<file path="config.mk">
export PLATFORM = sky130hd
export DESIGN_NAME = vid_reg_if
export DESIGN_NICKNAME = d
export VERILOG_FILES = /design/src/rtl/vri_pkg.sv /design/src/rtl/vri_decode.sv /design/src/rtl/vri_vaddr.sv /design/src/rtl/vri_rdlatch.sv /design/src/rtl/vid_reg_if.sv
export SDC_FILE = /design/constraint.sdc
export NUM_CORES = 1
export LEC_CHECK = 0
export ABC_AREA = 1
export BUFFER_PORTS_ARGS = -buffer_cell sky130_fd_sc_hd__buf_2
export CELL_PAD_IN_SITES_DETAIL_PLACEMENT = 1
export CELL_PAD_IN_SITES_GLOBAL_PLACEMENT = 1
export CORE_MARGIN = 5
export CORE_UTILIZATION = 40
export CTS_CLUSTER_SIZE = 10
export DETAILED_ROUTE_END_ITERATION = 10
export PLACE_DENSITY = 0.94
export SLEW_MARGIN = 20
export SYNTH_ARGS = -nofsm -noshare
export SYNTH_HDL_FRONTEND = slang
export SYNTH_HIERARCHICAL = 1
export SYNTH_SLANG_ARGS = --single-unit
</file>
<file path="constraint.sdc">
create_clock -name clk -period 5.3 [get_ports clk]
set_clock_uncertainty 0.2 [all_clocks]
set_input_delay 1.06 -clock clk [delete_from_list [all_inputs] [get_ports clk]]
set_output_delay 1.06 -clock clk [all_outputs]
set_load 0.05 [all_outputs]
</file>
<file path="src/rtl/vri_pkg.sv">
package vri_pkg;
  typedef enum logic [2:0] {
    IDX_CTRL = 3'd0,
    IDX_MASK = 3'd1,
    IDX_STAT = 3'd2,
    IDX_RSV3 = 3'd3,
    IDX_RSV4 = 3'd4,
    IDX_SCRL = 3'd5,
    IDX_ADDR = 3'd6,
    IDX_DATA = 3'd7
  } reg_idx_e;

  typedef struct packed {
    logic ld_ctrl;
    logic ld_mask;
    logic ld_scroll;
    logic ld_addr;
    logic wr_data;
    logic rd_ctrl;
    logic rd_mask;
    logic rd_stat;
    logic rd_data;
  } act_t;
endpackage

</file>
<file path="src/rtl/vri_decode.sv">
module vri_decode
  import vri_pkg::*;
(
  input  logic       rd_stb,
  input  logic       wr_stb,
  input  logic [2:0] sel,
  output act_t       act
);
  logic     wr_ok;
  reg_idx_e idx;

  assign wr_ok = wr_stb & ~rd_stb;
  assign idx   = reg_idx_e'(sel);

  always_comb begin
    act = '0;
    if (rd_stb) begin
      case (idx)
        IDX_CTRL: act.rd_ctrl = 1'b1;
        IDX_MASK: act.rd_mask = 1'b1;
        IDX_STAT: act.rd_stat = 1'b1;
        IDX_DATA: act.rd_data = 1'b1;
        default:  ;
      endcase
    end else if (wr_ok) begin
      case (idx)
        IDX_CTRL: act.ld_ctrl   = 1'b1;
        IDX_MASK: act.ld_mask   = 1'b1;
        IDX_SCRL: act.ld_scroll = 1'b1;
        IDX_ADDR: act.ld_addr   = 1'b1;
        IDX_DATA: act.wr_data   = 1'b1;
        default:  ;
      endcase
    end
  end
endmodule

</file>
<file path="src/rtl/vri_vaddr.sv">
module vri_vaddr #(
  parameter int AW       = 14,
  parameter int DW       = 8,
  parameter int STEP_BIG = 32
) (
  input  logic          clk,
  input  logic          rst_q,
  input  logic          ld_en,
  input  logic          ld_hi,
  input  logic [DW-1:0] wdata,
  input  logic          step_en,
  input  logic          big_step,
  output logic [AW-1:0] addr
);
  localparam int HI_W = AW - DW;
  localparam logic [AW-1:0] STEP_L = AW'(STEP_BIG);
  localparam logic [AW-1:0] STEP_S = AW'(1);

  logic [AW-1:0] addr_q, addr_n;
  logic          addr_en;

  assign addr_en = ld_en | step_en;

  always_comb begin
    addr_n = addr_q;
    if (ld_en) begin
      if (ld_hi) addr_n = {wdata[HI_W-1:0], addr_q[DW-1:0]};
      else       addr_n = {addr_q[AW-1:DW], wdata};
    end else if (step_en) begin
      addr_n = addr_q + (big_step ? STEP_L : STEP_S);
    end
  end

  always_ff @(posedge clk or negedge rst_q) begin
    if (!rst_q)       addr_q <= '0;
    else if (addr_en) addr_q <= addr_n;
  end

  assign addr = addr_q;
endmodule

</file>
<file path="src/rtl/vri_rdlatch.sv">
module vri_rdlatch #(
  parameter int DW = 8
) (
  input  logic          clk,
  input  logic          rst_q,
  input  logic          ld_en,
  input  logic [DW-1:0] ld_val,
  output logic [DW-1:0] q
);
  logic [DW-1:0] q_r;

  always_ff @(posedge clk or negedge rst_q) begin
    if (!rst_q)     q_r <= '0;
    else if (ld_en) q_r <= ld_val;
  end

  assign q = q_r;
endmodule

</file>
<file path="src/rtl/vid_reg_if.sv">
module vid_reg_if
  import vri_pkg::*;
#(
  parameter int DW       = 8,
  parameter int AW       = 14,
  parameter int INC_BIT  = 2,
  parameter int VBL_BIT  = 7,
  parameter int STEP_BIG = 32
) (
  input  logic          clk,
  input  logic          rst_n,
  input  logic [2:0]    sel,
  input  logic          rd_stb,
  input  logic          wr_stb,
  input  logic [DW-1:0] wdata,
  input  logic          vblank_set,
  output logic [DW-1:0] rdata,
  output logic [DW-1:0] ctrl,
  output logic [DW-1:0] mask,
  output logic [DW-1:0] scroll_x,
  output logic [DW-1:0] scroll_y,
  output logic [AW-1:0] vram_addr,
  output logic          vram_rd,
  output logic          vram_wr,
  output logic [DW-1:0] vram_wdata,
  input  logic [DW-1:0] vram_rdata
);
  logic rst_meta, rst_q;
  always_ff @(posedge clk or negedge rst_n) begin
    if (!rst_n) begin
      rst_meta <= 1'b0;
      rst_q    <= 1'b0;
    end else begin
      rst_meta <= 1'b1;
      rst_q    <= rst_meta;
    end
  end

  act_t act;
  vri_decode u_dec (.rd_stb(rd_stb), .wr_stb(wr_stb), .sel(sel), .act(act));

  logic [DW-1:0] ctrl_q, ctrl_n, mask_q, mask_n, sx_q, sx_n, sy_q, sy_n;
  logic          toggle_q, toggle_n, vblank_q, vblank_n;
  logic [DW-1:0] status_v, lat_val;
  logic          lat_en, step_en;

  always_comb begin
    status_v          = '0;
    status_v[VBL_BIT] = vblank_q;
  end

  always_comb begin
    ctrl_n   = act.ld_ctrl ? wdata : ctrl_q;
    mask_n   = act.ld_mask ? wdata : mask_q;
    sx_n     = (act.ld_scroll && !toggle_q) ? wdata : sx_q;
    sy_n     = (act.ld_scroll &&  toggle_q) ? wdata : sy_q;
    toggle_n = toggle_q;
    if (act.rd_stat)                        toggle_n = 1'b0;
    else if (act.ld_scroll || act.ld_addr)  toggle_n = ~toggle_q;
    vblank_n = vblank_q;
    if (vblank_set)        vblank_n = 1'b1;
    else if (act.rd_stat)  vblank_n = 1'b0;
  end

  always_ff @(posedge clk or negedge rst_q) begin
    if (!rst_q) begin
      ctrl_q   <= '0;
      mask_q   <= '0;
      sx_q     <= '0;
      sy_q     <= '0;
      toggle_q <= 1'b0;
      vblank_q <= 1'b0;
    end else begin
      if (act.ld_ctrl)   ctrl_q <= ctrl_n;
      if (act.ld_mask)   mask_q <= mask_n;
      if (act.ld_scroll) begin
        sx_q <= sx_n;
        sy_q <= sy_n;
      end
      toggle_q <= toggle_n;
      vblank_q <= vblank_n;
    end
  end

  assign step_en = act.rd_data | act.wr_data;

  vri_vaddr #(.AW(AW), .DW(DW), .STEP_BIG(STEP_BIG)) u_addr (
    .clk(clk), .rst_q(rst_q), .ld_en(act.ld_addr), .ld_hi(~toggle_q),
    .wdata(wdata), .step_en(step_en), .big_step(ctrl_q[INC_BIT]),
    .addr(vram_addr)
  );

  always_comb begin
    lat_en  = act.rd_ctrl | act.rd_mask | act.rd_stat | act.rd_data;
    lat_val = vram_rdata;
    if (act.rd_ctrl)      lat_val = ctrl_q;
    else if (act.rd_mask) lat_val = mask_q;
    else if (act.rd_stat) lat_val = status_v;
  end

  vri_rdlatch #(.DW(DW)) u_lat (
    .clk(clk), .rst_q(rst_q), .ld_en(lat_en), .ld_val(lat_val), .q(rdata)
  );

  assign ctrl       = ctrl_q;
  assign mask       = mask_q;
  assign scroll_x   = sx_q;
  assign scroll_y   = sy_q;
  assign vram_rd    = act.rd_data;
  assign vram_wr    = act.wr_data;
  assign vram_wdata = wdata;
endmodule

</file>
# Yosys cells after proc, flatten, opt, wreduce, memory -nomap -nowiden
# Cells that the tools add are included.
# op_classes
n_addsub,1
mul,0
div,0
order_cmp,0
eq_ne,7
n_shift,0
n_mux,20
bitwise,8
n_reduce_logical,12
# ops
op,n
2-to-1 mux 14 bit,3
2-to-1 mux 8 bit,3
adder 14 bit,1
2-to-1 mux 1 bit,10
2-to-1 mux 5 bit,2
== test 3 bit (second input constant),3
2-to-1 mux 6 bit,1
AND reduction 3 bit,2
nonzero test 2 bit,3
bitwise OR 1 bit,5
2-to-1 mux 4 bit,1
AND reduction 2 bit,2
== test 3 x 1 -> 1 bit (second input constant),1
== test 3 x 2 -> 1 bit (second input constant),1
zero test 3 bit,1
logical AND 1 bit,2
inequality test 2 x 1 -> 1 bit (second input constant),1
inequality test 2 bit (second input constant),1
NOT 1 bit,2
bitwise AND 1 bit,1
zero test 1 bit,1
logical OR 1 bit,1
# word_totals
register_bits,58
latch_bits,0
ram_bits,0
mem_bits_ro,0
in_bits,24
n_memories,0

# Longest topological paths before layout
# Gate-level depths: netlist of run 1.
# logic_depth
ltp_word,7
mapped_depth,11
mapped_depth_nobuf,11

# Hierarchy
# Netlist of run 1, hierarchy kept.
# modules_own_cells
mod,n_inst,cells_each,area_each_um2,seq_area_each_um2
vid_reg_if,1,175,1602.8,900.9
vri_vaddr,1,144,1032.2,350.3
vri_rdlatch,1,34,305.3,200.2
vri_decode,1,22,87.6,0.0

# Worst setup path before layout of run 1
# Ideal clock, no wire load.
# synth_timing
kind,in2out
from,in rd_stb
to,out vram_wr
arrival_time_ps,1906
required_ps,4040
setup_slack_ps,2134
path_stages,3
path_cell_list,inv_1 nand2_1 nor2_1
# synth_via
elab_chain_cells,4
# synth_lines
element,line,text
from (decl),vid_reg_if.sv:13,"input logic rd_stb,"
NOT 1 bit,vri_decode.sv:12,assign wr_ok = wr_stb & ~rd_stb;
bitwise AND 1 bit,vri_decode.sv:12,
2-to-1 mux 5 bit,vri_decode.sv:25,end else if (wr_ok) begin
2-to-1 mux 5 bit (*),vri_decode.sv:17,if (rd_stb) begin
to (decl),vid_reg_if.sv:24,"output logic vram_wr,"
# Every way passes the cells marked *; elsewhere a longest branch is shown, timed or not.

# Final worst setup path of run 1
# layout_timing
from,in sel[2]
to,out vram_rd
# layout_via
elab_chain_cells,3
# layout_lines
element,line,text
from (decl),vid_reg_if.sv:12,"input logic [2:0] sel,"
== test 3 bit,vri_decode.sv:18,case (idx)
2-to-1 mux 1 bit,vri_decode.sv:18,
2-to-1 mux 4 bit,vri_decode.sv:17,
to (decl),vid_reg_if.sv:23,"output logic vram_rd,"
# Every way passes these cells.

==> metrics.yaml, run 1 <==
worstSetupEndpointType: "primary output"
cap_violations: 0
finalHoldWorstSlack_ns: 0.161
holdBufCountCts: 0
synth.lib_cells_used.distinct: 34
postCtsSetupBuffers: 0
fin_total_pwr_mw: 2.07
grt_start_max_net_pins: 57
seq_area_um2: 1450
chipWidth_um: 97.0
ys_top_cells_by_area: "dfrtp_1 48%, nand2_1 12%, nand3_1 6.1%"
dp_wirelength_um: 7360
finalCriticalPeriod_ns: 3.10
ys.flop_type: "dfrtp_1"
synth_top_area_cell: "dfrtp_1"
grt_setup_unrepaired: "false"
synth.yosys.seq_area_share: 0.479
syn_area_per_cell_um2: 8.07
fin_util: 0.499
drv_slew: 0
setup_ws_ns: 2.20
final_net_count: 481
max-vdd-ir-drop_v: 0.000268
setup-tns-final_ns: 0
ys.warnings.count: 6
post_route_cells_drive_above_1_share: 0.285
critical_path.max_fanout: 4
synth.ff_latch_count: 58
route.detailed.wl_per_inst_um: 17.2
layout.filler_cells: 927
overflow: 0
timing.max_slew.rel_slack: 0.295
flow.area_growth_from_synthesis_pct: 20.9
layout.cell_area.non_filler_um2: 3660
place_congestion: 0.879
multi_input_combinational_cell_area_um2: 1290
io_buffer_count: 87
postRouteAntennaNets: 0
power_per_standard_cell_area_nw_per_um2: 565
core-area_um2: 7330
grt_first_pass_wirelength_um: 16100
cts_inserted_buffers: 9
dpl.cell_count: 542
dr.pass1.iters: 4
mostFrequentLayoutCells: "95 x nand2_1, 87 x buf_2, 57 x dfrtp_1"
number_of_antenna_violations_at_the_first_check_in_global_routing: 0
drtIter0Drc: 114
area_share_of_the_largest_cell_type_after_synthesis: 0.479
worst_slack_after_detailed_placement_ns: 1.97
die_ht_um: 97.0
dpl-instance-area_um2: 3430
syn-cell-area_um2: 3030
detailroute.via_count: 2856
final_hold_vios: 0
power_leakage_nw: 1.93
io_pins: 88
max_clock_freq_mhz: 322
timing.critical_path.from_type: "input port"
first_global_vias: 3201
cts_tree: "built"
finalWirelength_um: 9590
vias_per_cell: 5.12
buffer_cell_driving_the_clock_tree_root: "clkbuf_8"
design.die.area_um2: 9410
synth_nets: 402
std_cell_rows: 31
initial_core_util: 0.413
netlist_instances: 375
clk_pin_slew_ns: 0.07
hold_path.class: "reg -> reg"
asyncSetResetFlopFracSynth: 1.00
cts_resized: 0
worstPathArrival_ns: 1.84
timing.setup.critical_path_class: "in -> out"
antenna-diode-count: 0
fin_crit_sh: 0.585
tightestPinTransition_ns: 1.05
run_status: "completed"
tritoncts_num_sinks: 58
final_common_cell: "nand2_1"
report.final.setup_viol: 0
cts-htree-levels: 3
cts-root-to-sink-buffers: 2
synth_enable_flop_cells: 0
gr-usage-all-layers: 0.209
stdcell_count: 558
worst_skew_pair.late_latency_ns: 0.33
crit_required_ns: 4.04
setup.reg_to_reg.worst_slack_ns: 3.16
drc: 0
-- synthesized netlist by cell type, types with 3 or more instances --
| master | instances |
|---|---|
| nand2_2 | 3 |
| nand2_1 | 95 |
| inv_2 | 5 |
| a22oi_1 | 4 |
| buf_6 | 4 |
| a21oi_1 | 26 |
| o21ai_0 | 14 |
| inv_1 | 27 |
| o21ai_1 | 8 |
| o21ai_2 | 8 |
| buf_4 | 11 |
| ha_1 | 3 |
| dfrtp_1 | 58 |
| nand3_1 | 37 |
| nor2_1 | 48 |
-- area by class of cell --
cell class / instances / area share
well taps: 99 / 0.0338
inverters: 33 / 0.0345
repair buffers: 88 / 0.121
flip-flops and latches: 58 / 0.397
multi-input cells: 264 / 0.352
clock inverters: 7 / 0.0280
clock buffers: 9 / 0.0338
-- critical path, cell delays in order --
cell     delay, ns
buf_2         0.12
nand3_1       0.10
nor2_1        0.24
buf_2         0.32
-- kinds of logic after synthesis --
group           Yosys count  synth area share
buf+inv                  53            0.0959
compound gates           66             0.133
xor+xnor                  1           0.00289
simple gates            193             0.276
other cells               1           0.00124
flops                    58             0.479
fa+ha+maj                 3            0.0124
-- routing by layer --
metal  track usage  vias up  part of all wire
li1              -     1371                 -
met1         0.262     1410              0.44
met2         0.355       61              0.50
met3        0.0374       14             0.036
met4        0.0821        0             0.019
met5             0        -                 0
-- path summary, 6_finish.rpt --
path                                   end      from  cells past startpoint
max                                vram_rd    sel[2]                      4
min in group asynchronous          mask[4]     rst_q                      1
min                                  rst_q  rst_meta                      0
max reg2reg                u_addr/addr[10]   ctrl[2]                      9
min reg2reg                          rst_q  rst_meta                      0
max in group asynchronous   u_addr/addr[2]     rst_q                      1
-- where the power goes --
group	total [mW]	switching (mW)	internal, mW	leakage, nW
Sequential	0.684	0.124	0.560	0.684
Clock	0.464	0.195	0.269	0.110
Combinational	0.921	0.703	0.218	1.14
Total	2.07	1.02	1.05	1.93
-- flip-flops by register name (all words and copies together) (netlist names) --
signal	cells
mask	8
rst_meta	1
u_addr/addr	14
ctrl	8
vblank_q	1
toggle_q	1
u_lat/q	8
scroll_y	8
rst_q	1
scroll_x	8
Power figures use the tool's default switching activity.
==> run 2, diff against run 1 <==
CORE_UTILIZATION = 34   (was 40)
PLACE_DENSITY = 0.86   (was 0.94)
clock period = 2.6 ns   (was 5.3 ns; I/O delays follow)
==> run 2 against run 1 <==
Core utilization fell by 7.1 points. Worst hold slack lost 0.045 ns. Clock-buffer cell count increased by 1. Via count decreased by 1.8%. Clock power rose by 110%. Final area up 2.1%. Critical endpoint is now u_addr/addr[6].
==> metrics.yaml, run 2 (synthesis results as in run 1) <==
worstPathArrival_ns: 2.08
timing.critical_path.from_type: "register"
worst_skew_pair.late_latency_ns: 0.34
drc: 0
drtIter0Drc: 127
std_cell_rows: 34
drv_slew: 0
detailroute.via_count: 2805
critical_path.max_fanout: 5
antenna-diode-count: 0
report.final.setup_viol: 0
max_clock_freq_mhz: 483
worstSetupEndpointType: "register"
final_hold_vios: 0
buffer_cell_driving_the_clock_tree_root: "clkbuf_8"
grt_setup_unrepaired: "false"
first_global_vias: 3035
dpl.cell_count: 557
cell_with_the_largest_stage_delay_on_the_worst_path: "dfrtp_1"
final_common_cell: "nand2_1"
dpl-instance-area_um2: 3500
vias_per_cell: 4.89
die_ht_um: 104
place_congestion: 0.876
overflow: 0
io_buffer_count: 87
finalWirelength_um: 9650
power_per_standard_cell_area_nw_per_um2: 1130
cp_max_stage_delay_ns: 0.47
dp_wirelength_um: 7430
cts_inserted_buffers: 9
mostFrequentLayoutCells: "95 x nand2_1, 87 x buf_2, 57 x dfrtp_1"
flow.area_growth_from_synthesis_pct: 23.4
cts-root-to-sink-buffers: 2
dr.pass1.iters: 4
clk_pin_slew_ns: 0.08
post_route_cells_drive_above_1_share: 0.292
grt_first_pass_wirelength_um: 15800
grt_start_max_net_pins: 31
timing.setup.critical_path_class: "reg -> reg"
fin_total_pwr_mw: 4.22
finalCriticalPeriod_ns: 2.07
number_of_antenna_violations_at_the_first_check_in_global_routing: 0
tritoncts_num_sinks: 58
stdcell_count: 574
cts_tree: "built"
postRouteAntennaNets: 0
chipWidth_um: 104
run_status: "completed"
largest_reg_flops: 14
setup-tns-final_ns: 0
final_net_count: 488
max-vdd-ir-drop_v: 0.000561
core-area_um2: 8720
gr-usage-all-layers: 0.180
io_pins: 88
power_leakage_nw: 1.97
hold_path.class: "reg -> async"
initial_core_util: 0.347
crit_required_ns: 2.61
fin_crit_sh: 0.796
layout.cell_area.non_filler_um2: 3740
design.die.area_um2: 10900
timing.max_slew.rel_slack: 0.551
tightestPinTransition_ns: 0.674
cts-htree-levels: 3
worstPathCellList: "inv_1, ha_1, ha_1, nand3_1, o21bai_1, nand3_1, o211ai_1, a21oi_1"
route.detailed.wl_per_inst_um: 16.8
postCtsSetupBuffers: 0
cap_violations: 0
run 2: cell type report:
type | instances | area (um^2)
Multi-Input combinational cell | 264 | 1290
Timing Repair Buffer | 95 | 510
Fill cell | 1085 | 4980
Inverter | 33 | 126
Sequential cell | 58 | 1450
Tap cell | 108 | 135
Clock inverter | 6 | 88.8
Clock buffer | 10 | 138
run 2: critical path: cells and delay by family, from the launching register on:
family                     cells  cell delay [ns]
AOI/OAI and AO/OA              3             0.56
buffers and inverters          1             0.10
adders and majority gates      2             0.40
DFF                            1             0.47
and+or+nand+nor                2             0.23
run 2: what timing repair did:
action	CTS	global route
resized for setup	0	0
endpoints found under the hold margin	2	0
hold buffers	1	0
run 2: per-layer routing:
layer  GRT usage  vias up  part of all wire
met5           0        -                 0
met4      0.0703        0             0.015
met3      0.0385       11             0.043
met2       0.297       69              0.49
met1       0.227     1350              0.45
li1            -     1375                 -
run 2: worst paths after layout:
check | endpoint | startpoint | depth (start not counted) | slack (ns)
worst max-delay path | u_addr/addr[6] | ctrl[2] | 8 | 0.53
worst min register to register | scroll_y[5] | rst_q | 0 | 0.12
worst min-delay path | scroll_y[5] | rst_q | 0 | 0.12
min in group clk | rst_q | rst_meta | 0 | 0.16
max in group asynchronous | mask[7] | rst_q | 1 | 1.49
worst max register to register | u_addr/addr[6] | ctrl[2] | 8 | 0.53
run 2: per-stage QoR:
stage          hold slack (ns)  utilization  worst slack, ns
3_3_place_gp             0.114        0.401            0.430
6_report                 0.116        0.429            0.530
5_1_grt                  0.165        0.429            0.363
2_1_floorplan           0.0244            -            0.207
3_5_place_dp             0.112        0.401            0.348
4_1_cts                  0.122        0.429            0.528
run 2: where the power goes:
group	switching, mW	internal, mW
Clock	0.396	0.567
Sequential	0.255	1.14
Combinational	1.41	0.449
==> run 3, diff against run 2 <==
clock period = 1.8 ns   (was 2.6 ns; I/O delays follow)
==> run 3 against run 2 <==
Total power rose by 45%. Critical path depth increased by 1. Worst setup slack worse by 0.50 ns. Fmax increased by 17%. Global-route usage up 0.69 points. Largest power group unchanged. Highest routed layer unchanged.
==> metrics.yaml, run 3 (synthesis results as in run 1) <==
power_leakage_nw: 2.05
max-vdd-ir-drop_v: 0.000691
power.share.switching: 0.507
mostFrequentLayoutCells: "86 x buf_2, 85 x nand2_1, 53 x dfrtp_1"
drc: 0
finalWirelength_um: 10000
report.final.setup_viol: 0
dr_wl_met3_um: 385
largest_reg_flops: 14
critical_path.max_fanout: 4
setup_ws_ns: 0.0253
finalCriticalPeriod_ns: 1.77
grt_setup_unrepaired: "true"
critPathTopFamily: "simple AND/OR/NAND/NOR gates"
final_hold_vios: 0
worstPathArrival_ns: 1.80
gr-usage-all-layers: 0.186
drv_slew: 0
die_ht_um: 104
initial_core_util: 0.347
cts-htree-levels: 3
design.die.area_um2: 10900
timing.setup.critical_path_class: "reg -> reg"
fin_total_pwr_mw: 6.12
buffer_cell_driving_the_clock_tree_root: "clkbuf_8"
tritoncts_num_sinks: 58
number_of_antenna_violations_at_the_first_check_in_global_routing: 0
chipWidth_um: 104
worstSetupEndpointType: "register"
grt_first_pass_wirelength_um: 16500
cap_violations: 0
route.detailed.wl_per_inst_um: 16.9
dr.pass1.iters: 4
final_net_count: 508
grt_start_max_net_pins: 44
vias_per_cell: 4.90
cts_tree: "built"
worst_skew_pair.late_latency_ns: 0.34
routed-wl-met2_um: 5140
cp_num_buf_inv: 1
max_clock_freq_mhz: 563
pwr-share-seq: 0.336
cp_max_stage_delay_ns: 0.46
worst_slack_after_detailed_placement_ns: -0.142
met1Wirelength_um: 4320
p_switching_mw: 3.10
overflow: 0
postRouteAntennaNets: 0
combPwrFrac: 0.486
post_route_cells_drive_above_1_share: 0.385
cts_inserted_buffers: 9
drtIter0Drc: 122
clk_pin_slew_ns: 0.07
place_congestion: 0.866
power_per_standard_cell_area_nw_per_um2: 1520
hold_path.class: "reg -> async"
layout.filler_cells: 1088
core-area_um2: 8720
crit_required_ns: 1.83
worstPathCellList: "inv_2, ha_4, nand3_2, nor2_1, nand3_1, nand2_1, nand2_1, nand3_1, a21oi_1"
cell_with_the_largest_stage_delay_on_the_worst_path: "dfrtp_2"
run_status: "completed"
std_cell_rows: 34
flow.area_growth_from_synthesis_pct: 33.0
dpl-instance-area_um2: 3700
fin_util: 0.462
detailroute.via_count: 2912
layout.cell_area.non_filler_um2: 4030
antenna-diode-count: 0
io_pins: 88
timing.critical_path.from_type: "register"
clockPowerShare: 0.178
tightestPinTransition_ns: 0.627
p_int_mw: 3.01
timing.max_slew.rel_slack: 0.580
dp_wirelength_um: 7660
final_common_cell: "buf_2"
route.top_layer_used: "met4"
first_global_vias: 3214
fin_crit_sh: 0.986
cts-root-to-sink-buffers: 2
io_buffer_count: 87
==> run 3: changes by cell type in the layout (fill, tap and decap cells not counted), moves of 4 or more <==
cell     delta
nand3_2     +5
nand3_1     -5
buf_4      +17
nand2_2     +7
nand2_1    -10
dfrtp_1     -4
nor2_4      +5
dfrtp_2     +4
nor2_1      -5
==> run 3: cell type report <==
type	count	area (um^2)	area share
inverters	33	130	0.0323
well taps	108	135	0.0336
clock buffers	10	138	0.0342
clock inverters	6	41.3	0.0103
flip-flops and latches	58	1460	0.362
multi-input cells	264	1440	0.359
repair buffers	115	681	0.169
==> run 3: final timing paths <==
path                                from         endpoint  slack, ns  cells past startpoint
worst max-delay path             ctrl[2]  u_addr/addr[13]       0.03                      9
worst min-delay path               rst_q          ctrl[7]       0.07                      1
worst max register to register   ctrl[2]  u_addr/addr[13]       0.03                      9
worst min register to register     rst_q          ctrl[7]       0.07                      1
max in group asynchronous          rst_q      scroll_x[2]       0.32                      1
min in group clk                wdata[6]   u_addr/addr[6]       0.11                      3
==> run 3: metal layers <==
| layer | global-route usage | up-vias |
|---|---|---|
| met5 | 0 | - |
| met4 | 0.0564 | 0 |
| met3 | 0.0422 | 15 |
| met2 | 0.322 | 65 |
| met1 | 0.230 | 1409 |
| li1 | - | 1423 |
==> run 3: per-stage QoR <==
stage / hold slack [ns] / std cells / TNS, ns
after floorplan: -0.136 / 375 / -0.0172
after global placement: -0.0500 / 572 / -0.154
after detailed placement: -0.0485 / 572 / -1.01
after CTS: 0.0901 / 591 / -0.0196
after global routing: 0.102 / 594 / -0.284
final: 0.0749 / 594 / 0
==> run 3: power groups by stage <==
stage               Sequential, mW  Clock (mW)  Combinational, mW
floorplan                     3.18           0              0.899
detailed placement            2.06           0               2.83
global route                  2.12        1.18               3.18
global placement              2.04           0               2.76
CTS                           2.04        1.11               2.86
finish                        2.06        1.09               2.97
==> run 3: timing repair <==
action,4_1_cts,5_1_grt
pin swaps,0,12
endpoints found under the setup margin,3,9
hold endpoints to repair,16,0
gates resized for setup,3,23
setup buffers,0,3
hold buffers,3,0
